[config.mk]
export PLATFORM = sky130hd
export DESIGN_NAME = ftsram_core
export DESIGN_NICKNAME = d
export VERILOG_FILES = /design/src/rtl/ftsram_pkg.sv /design/src/rtl/ftsram_burst.sv /design/src/rtl/ftsram_ctrl.sv /design/src/rtl/ftsram_array.sv /design/src/rtl/ftsram_core.sv
export SDC_FILE = /design/constraint.sdc
export NUM_CORES = 1
export LEC_CHECK = 0
export CAP_MARGIN = 0
export CORE_MARGIN = 8
export CORE_UTILIZATION = 58
export DETAILED_ROUTE_END_ITERATION = 7
export MAX_ROUTING_LAYER = met4
export PLACE_DENSITY_LB_ADDON = 0.15
export SETUP_SLACK_MARGIN = 0.5
export SYNTH_ARGS = -nofsm -noshare
export SYNTH_HDL_FRONTEND = slang
export SYNTH_HIERARCHICAL = 1
export SYNTH_SLANG_ARGS = --single-unit
[constraint.sdc]
create_clock -name clk -period 10.6 [get_ports clk]
set_input_delay 2.12 -clock clk [delete_from_list [all_inputs] [get_ports clk]]
set_output_delay 2.12 -clock clk [all_outputs]
set_load 0.02 [all_outputs]
[src/rtl/ftsram_pkg.sv]
package ftsram_pkg;
   typedef enum logic {
      OP_RD = 1'b0,
      OP_WR = 1'b1
   } op_e;
endpackage

[src/rtl/ftsram_burst.sv]
// Burst beat counter and low-address mapping.
module ftsram_burst #(
   parameter int BURST_W = 2
) (
   input  logic               clk,
   input  logic               rst_n,
   input  logic               load,
   input  logic               step,
   input  logic               seq_linear,
   input  logic [BURST_W-1:0] start,
   output logic [BURST_W-1:0] lo
);
   logic [BURST_W-1:0] beat_q;

   always_ff @(posedge clk or negedge rst_n) begin
      if (!rst_n)    beat_q <= '0;
      else if (load) beat_q <= '0;
      else if (step) beat_q <= beat_q + 1'b1;
   end

   // the sum wraps inside BURST_W bits, matching the counter wrap
   assign lo = seq_linear ? (start + beat_q) : (start ^ beat_q);
endmodule

[src/rtl/ftsram_ctrl.sv]
// Command decode: operation type, latched address, lane mask.
module ftsram_ctrl
   import ftsram_pkg::*;
#(
   parameter int ADDR_W = 6,
   parameter int LANES  = 2
) (
   input  logic              clk,
   input  logic              rst_n,
   input  logic              cke_n,
   input  logic              sel,
   input  logic              ld_n,
   input  logic              we_n,
   input  logic [LANES-1:0]  bw_n,
   input  logic [ADDR_W-1:0] addr,
   output logic              act_q,
   output op_e               op_q,
   output logic [ADDR_W-1:0] base_q,
   output logic [LANES-1:0]  lane_n_q,
   output logic              load,
   output logic              step,
   output logic              commit
);
   logic en;

   assign en     = !cke_n;
   assign load   = en && !ld_n && sel;
   assign step   = en && ld_n && act_q;
   // the cycle that just ended was a write beat: its data is on din now
   assign commit = en && act_q && (op_q == OP_WR);

   always_ff @(posedge clk or negedge rst_n) begin
      if (!rst_n) begin
         act_q    <= 1'b0;
         op_q     <= OP_RD;
         base_q   <= '0;
         lane_n_q <= '1;
      end else if (en) begin
         lane_n_q <= bw_n;
         if (!ld_n) begin
            act_q <= sel;
            if (sel) begin
               op_q   <= we_n ? OP_RD : OP_WR;
               base_q <= addr;
            end
         end
      end
   end
endmodule

[src/rtl/ftsram_array.sv]
// Register array, one bank per byte lane, asynchronous read.
module ftsram_array #(
   parameter int ADDR_W = 6,
   parameter int LANE_W = 9,
   parameter int LANES  = 2
) (
   input  logic                    clk,
   input  logic                    we,
   input  logic [LANES-1:0]        lane_n,
   input  logic [ADDR_W-1:0]       addr,
   input  logic [LANES*LANE_W-1:0] wdata,
   output logic [LANES*LANE_W-1:0] rdata
);
   localparam int DEPTH = 1 << ADDR_W;

   for (genvar g = 0; g < LANES; g++) begin : g_lane
      logic [LANE_W-1:0] bank [DEPTH];

      always_ff @(posedge clk) begin
         if (we && !lane_n[g]) bank[addr] <= wdata[g*LANE_W +: LANE_W];
      end

      assign rdata[g*LANE_W +: LANE_W] = bank[addr];
   end
endmodule

[src/rtl/ftsram_core.sv]
module ftsram_core
   import ftsram_pkg::*;
#(
   parameter int ADDR_W  = 6,
   parameter int LANE_W  = 9,
   parameter int LANES   = 2,
   parameter int BURST_W = 2
) (
   input  logic                    clk,
   input  logic                    rst_n,
   input  logic                    cke_n,
   input  logic                    cs1_n,
   input  logic                    cs2,
   input  logic                    cs3_n,
   input  logic                    ld_n,
   input  logic                    we_n,
   input  logic [LANES-1:0]        bw_n,
   input  logic [ADDR_W-1:0]       addr,
   input  logic                    seq_linear,
   input  logic                    oe_n,
   input  logic [LANES*LANE_W-1:0] din,
   output logic [LANES*LANE_W-1:0] dout,
   output logic                    dout_en
);
   localparam int DATA_W = LANES * LANE_W;

   if (BURST_W < 1 || BURST_W >= ADDR_W) begin : g_bad_burst
      $error("ftsram_core: BURST_W must lie in 1..ADDR_W-1");
   end
   if (LANES < 1 || LANE_W < 1) begin : g_bad_lane
      $error("ftsram_core: LANES and LANE_W must be positive");
   end

   logic               sel;
   logic               act_q;
   op_e                op_q;
   logic               is_wr;
   logic [ADDR_W-1:0]  base_q;
   logic [LANES-1:0]   lane_n_q;
   logic               load, step, commit;
   logic [BURST_W-1:0] lo;
   logic [ADDR_W-1:0]  cur_addr;
   logic [DATA_W-1:0]  rdata;

   assign sel   = !cs1_n && cs2 && !cs3_n;
   assign is_wr = (op_q == OP_WR);

   ftsram_ctrl #(.ADDR_W(ADDR_W), .LANES(LANES)) u_ctrl (
      .clk(clk), .rst_n(rst_n), .cke_n(cke_n), .sel(sel), .ld_n(ld_n),
      .we_n(we_n), .bw_n(bw_n), .addr(addr), .act_q(act_q), .op_q(op_q),
      .base_q(base_q), .lane_n_q(lane_n_q), .load(load), .step(step),
      .commit(commit)
   );

   ftsram_burst #(.BURST_W(BURST_W)) u_burst (
      .clk(clk), .rst_n(rst_n), .load(load), .step(step),
      .seq_linear(seq_linear), .start(base_q[BURST_W-1:0]), .lo(lo)
   );

   assign cur_addr = {base_q[ADDR_W-1:BURST_W], lo};

   ftsram_array #(.ADDR_W(ADDR_W), .LANE_W(LANE_W), .LANES(LANES)) u_array (
      .clk(clk), .we(commit), .lane_n(lane_n_q), .addr(cur_addr),
      .wdata(din), .rdata(rdata)
   );

   assign dout_en = act_q && !is_wr && !oe_n;
   assign dout    = dout_en ? rdata : '0;
endmodule

# Yosys cells after proc, flatten, opt, wreduce, memory -nomap -nowiden
# Memories as Yosys holds them, arrays and structs flattened.
# Cells that the tools add are included.
# op_classes
add_sub_neg,2
n_mux,9
n_bitwise,3
n_reduce_logical,23
# ops
cell,n
18-bit 2-to-1 mux,1
1-bit logical AND,12
1-bit logical NOT,8
2-bit 2-to-1 mux,3
1-bit 2-to-1 mux,5
3-bit AND reduction,1
"2-bit by 1-bit adder with 2-bit output, second input constant",1
2-bit adder,1
1-bit NOT,2
2-bit AND reduction,1
2-bit nonzero test,1
2-bit XOR,1
# word_totals
ff_bits,12
mem_bits_rw,1152
input_bits,36
out_inout_bits,19
mem_count,2
# memory_table
name,words,width,read_ports,rd_ports_with_merged_regs,write_ports,line_no,text
u_array.g_lane[0].bank,64,9,1,0,1,ftsram_array.sv:17,logic [LANE_W-1:0] bank [DEPTH];
u_array.g_lane[1].bank,64,9,1,0,1,ftsram_array.sv:17,

# Longest topological paths before layout
# logic_depth
word_depth,6
depth_mapped,15
ltp_nobuf,10

# Hierarchy
# The synthesis kept the hierarchy.
# by_module_without_submodules
mod,n_inst,cells_each,area_per_inst_um2
ftsram_array,1,2567,44551.5
ftsram_ctrl,1,26,431.7
ftsram_core,1,23,312.8
ftsram_burst,1,12,122.6

# Worst setup path after synthesis
# No wires, ideal clock.
# synth_timing
kind,in2out
start,in seq_linear
end,out dout[8]
t_arrival_ns,4.440
required_time_ns,8.480
path_slack_ns,4.040
cell_stages,13
path_cell_list,nand2_1 xnor2_1 buf_6 nor2_2 buf_2 buf_2 buf_1 a221oi_1 o21a_1 nor2_1 o41ai_1 o2111ai_1 nor4bb_2
# synth_between
elab_chain_cells,3
# synth_lines
item,line_no,text
from (decl),ftsram_core.sv:19,"input logic seq_linear,"
2-bit 2-to-1 mux,ftsram_burst.sv:22,assign lo = seq_linear ? (start + beat_q) : (start ^ beat_q);
named net lo[1],ftsram_core.sv:41,logic [BURST_W-1:0] lo;
memory read 64 x 9 bit,n/a,
named net rdata[8],ftsram_core.sv:43,logic [DATA_W-1:0] rdata;
18-bit 2-to-1 mux,ftsram_core.sv:68,assign dout = dout_en ? rdata : '0;
to (decl),ftsram_core.sv:22,"output logic [LANES*LANE_W-1:0] dout,"
# The timed path passes the listed nets, and every way through them passes these cells.

# Worst setup path after layout
# Ends and elaborated chain as after synthesis.

==> out/qor.txt <==
status: complete, no violations
Post-route DRC: 0
ys async rst share: 0.01031
DRT Pass-1 Iters: 6
peak supply drop: 0.2194 mV
clk sinks: 1164
Final min period: 8978 ps
WP buf/inv: 5
measured slew at the worst slew-check pin: 1322 ps
post-CTS sizing: 0
DP HPWL: 74950 um
design area: 50470 sq um
multiplexer area fraction after synthesis: 0.05129
max-slew violation count: 0
Setup-failing EPs final: 0
Root Buffer: clkbuf_16
first-pass GRT wire length: 182200 um
multi-input logic area: 9537 sq um
Syn Inst Count: 2628
worst-skew pair later-pin latency: 680 ps
Lkg Pwr: 0.01561 uW
Adder-Cell Fraction of Synth Area: 0.0002755
Tcrit/Tclk final: 0.8470
final setup margin: 1622 ps
R2R Path Start: u_burst/beat_q[0]$_DFFE_PN0P_
Reg area: 34900 sq um
Crit path depth: 14
largest family of logic cells by synthesized area: compound AO/OA/AOI/OAI gates
die width: 295.8 um
library cells used by synthesis: 68
crit path max fanout: 21
layout net count: 2707
gr ovfl total: 0
synthesized net count: 2665
total negative setup slack: 0 ps
CP Class: in -> out
most frequent cells in the layout: edfxtp_1, nor2_1, a22oi_1
CTS tree: yes
DR WL/cell: 33.19 um
Rows: 102
routability cong.: 0.8936
FF-to-FF End: u_array/g_lane[1].bank[39][8]$_DFFE_PP_
Total GRT Usage: 0.2952
Synth Register Bits: 1164
Initial Utilization: 0.5863
Slew Limit Headroom: 0.1156
Hold Worst Slack: 537.2 ps
DP Area: 46760 sq um
routed vias/inst: 7.031
Avg Synthesized Cell Area: 17.28 sq um
Clk pin slew, worst setup/hold paths: 60 ps
crit-path leading delay family: buffers and inverters
Max Root-Sink Buffers: 3
Post-Syn Area: 45420 sq um
Die Ht: 295.8 um
CP max-delay cell: nor4bb_2
worst setup path start: seq_linear
Top cell by count, worst path: buf_4
Arr. time, crit path: 6860 ps
Worst Path Required: 8480 ps
IO Count: 55
type of origin of the critical path: input port
Synth area leader: edfxtp_1
largest net degree at the start of global routing: 65
worst reg2reg path depth: 6
CTS H-Tree Depth: 3
Layout area overhead: 11.13%
P per Cell Area: 259.9 nW/um^2
setup slack after placement: 1827 ps
CP Cell Sequence: clkdlybuf4s50_1 -> nand2_1 -> xnor2_2 -> buf_4 -> nor2_4 -> buf_4 -> buf_4 -> a221oi_1 -> o21a_1 -> nor2_1 -> o41ai_1 -> o2111ai_1 -> nor4bb_2 -> clkdlybuf4s50_1
Critical Path Max Stage Delay: 890 ps
initial antenna violation count: 3
Clock Skew: 15.34 ps
Crit. End Element: output pin
Util after Layout: 0.6515
simple-gate share of the synthesized area: 0.04212
final WL: 126400 um
unrepaired setup endpoints after global routing: no
crit path to: dout[8]
top post-synthesis cells by area: edfxtp_1, a221oi_1, a22oi_1
core area: 77470 sq um
fillers: 5317
post-CTS setup buffer count: 0
Num CTS Buffers: 114
top cell type's share of synthesized area: 0.7617
Synth Area in XOR/XNOR: 0.0005785
EDFF count, synth: 1152
YS warnings: 6
Hold Fails Final Rpt: 0
MaxCap Viol Count: 0
worst hold path class: reg -> reg
most common library cell in the layout ignoring fill and taps: edfxtp_1
sequential element share of the synthesized area: 0.7683
CTS Hold Bufs: 0
Vias: 26.77k
fmax: 0.1114 GHz
port buffer count: 54
DRT iter0 DRCs: 3762
Die ar.: 87520 sq um
hold path cells: 1
reg2reg setup slack: 5220 ps
post-route ant nets: 0
vias in the first global route: 26.08k
Compound-Gate Fraction of Synth Area: 0.1138
layout cells sized above 1: 0.1447
main flop type after synthesis: edfxtp_1
logic make-up after synthesis:
family | Yosys count
xor gates and xnor gates | 3
adders and majority gates | 1
buffers and inverters | 204
AOI/OAI and AO/OA | 694
DFF | 1164
and+or+nand+nor | 386
muxes | 176
power by group:
part | switching, uW | total, uW | internal, uW
sequential | 28.5 | 5100 | 5080
clock | 1670 | 4000 | 2330
combinational | 2740 | 4010 | 1270
total | 4440 | 13100 | 8680
metrics by stage:
stage               total power [uW]  std cells
floorplan                       7693       2628
global placement                9082       3594
detailed placement              9120       3594
CTS                            13070       3804
global route                   13470       3807
finish                         13120       3807
layout make-up:
cell class	count	area share
repair buffers	125	0.01998
inverters	5	0.0003718
clock buffers	149	0.06202
flip-flops and latches	1164	0.6915
multi-input cells	1260	0.1889
well taps	1040	0.02578
clock inverters	61	0.01128
diodes	3	0.0001487
cell usage after synthesis (7+ instances only):
| cell type | count |
|---|---|
| nand4_1 | 8 |
| buf_4 | 28 |
| or3_1 | 8 |
| a32oi_1 | 8 |
| mux2i_1 | 64 |
| o21ai_0 | 75 |
| a21oi_1 | 65 |
| and4bb_2 | 9 |
| mux2_1 | 15 |
| o221ai_1 | 23 |
| nand3_1 | 19 |
| mux2_2 | 55 |
| edfxtp_1 | 1152 |
| buf_6 | 15 |
| o22ai_1 | 61 |
| o211ai_1 | 8 |
| dfrtp_1 | 10 |
| mux4_2 | 36 |
| nor4bb_2 | 8 |
| nand2_1 | 50 |
| nor2b_1 | 7 |
| nor3_1 | 18 |
| a221oi_1 | 175 |
| or4_1 | 13 |
| a211oi_1 | 7 |
| a221o_1 | 17 |
| nor2_1 | 215 |
| a22oi_1 | 181 |
| buf_1 | 21 |
| a22o_1 | 28 |
| clkbuf_1 | 65 |
| buf_2 | 70 |
registers in the layout (all words and copies together) (netlist names):
name,flops
u_array/g_lane.bank,1152
u_ctrl/base_q,6
u_burst/beat_q,2
u_ctrl/lane_n_q,2
u_ctrl/act_q,1
u_ctrl/op_q,1
metal layers:
metal	track usage	routed length, um	vias to the layer above
li1	-	-	10990
met1	0.3915	47030	13560
met2	0.4489	58920	1847
met3	0.05919	14020	368
met4	0.1248	6395	0
met5	-	0	-
worst min-delay path by stage:
| stage | from | to | slack (ps) |
|---|---|---|---|
| after detailed placement | u_ctrl/base_q[1]$_DFFE_PN0P_ | u_ctrl/base_q[1]$_DFFE_PN0P_ | 530 |
| after floorplan | u_ctrl/base_q[5]$_DFFE_PN0P_ | u_ctrl/base_q[5]$_DFFE_PN0P_ | 480 |
| final | u_ctrl/base_q[1]$_DFFE_PN0P_ | u_ctrl/base_q[1]$_DFFE_PN0P_ | 540 |
| after CTS | u_ctrl/base_q[1]$_DFFE_PN0P_ | u_ctrl/base_q[1]$_DFFE_PN0P_ | 540 |
| after global routing | u_ctrl/base_q[1]$_DFFE_PN0P_ | u_ctrl/base_q[1]$_DFFE_PN0P_ | 580 |
| after global placement | u_ctrl/base_q[1]$_DFFE_PN0P_ | u_ctrl/base_q[1]$_DFFE_PN0P_ | 520 |
(Power assumes the default switching activity.)
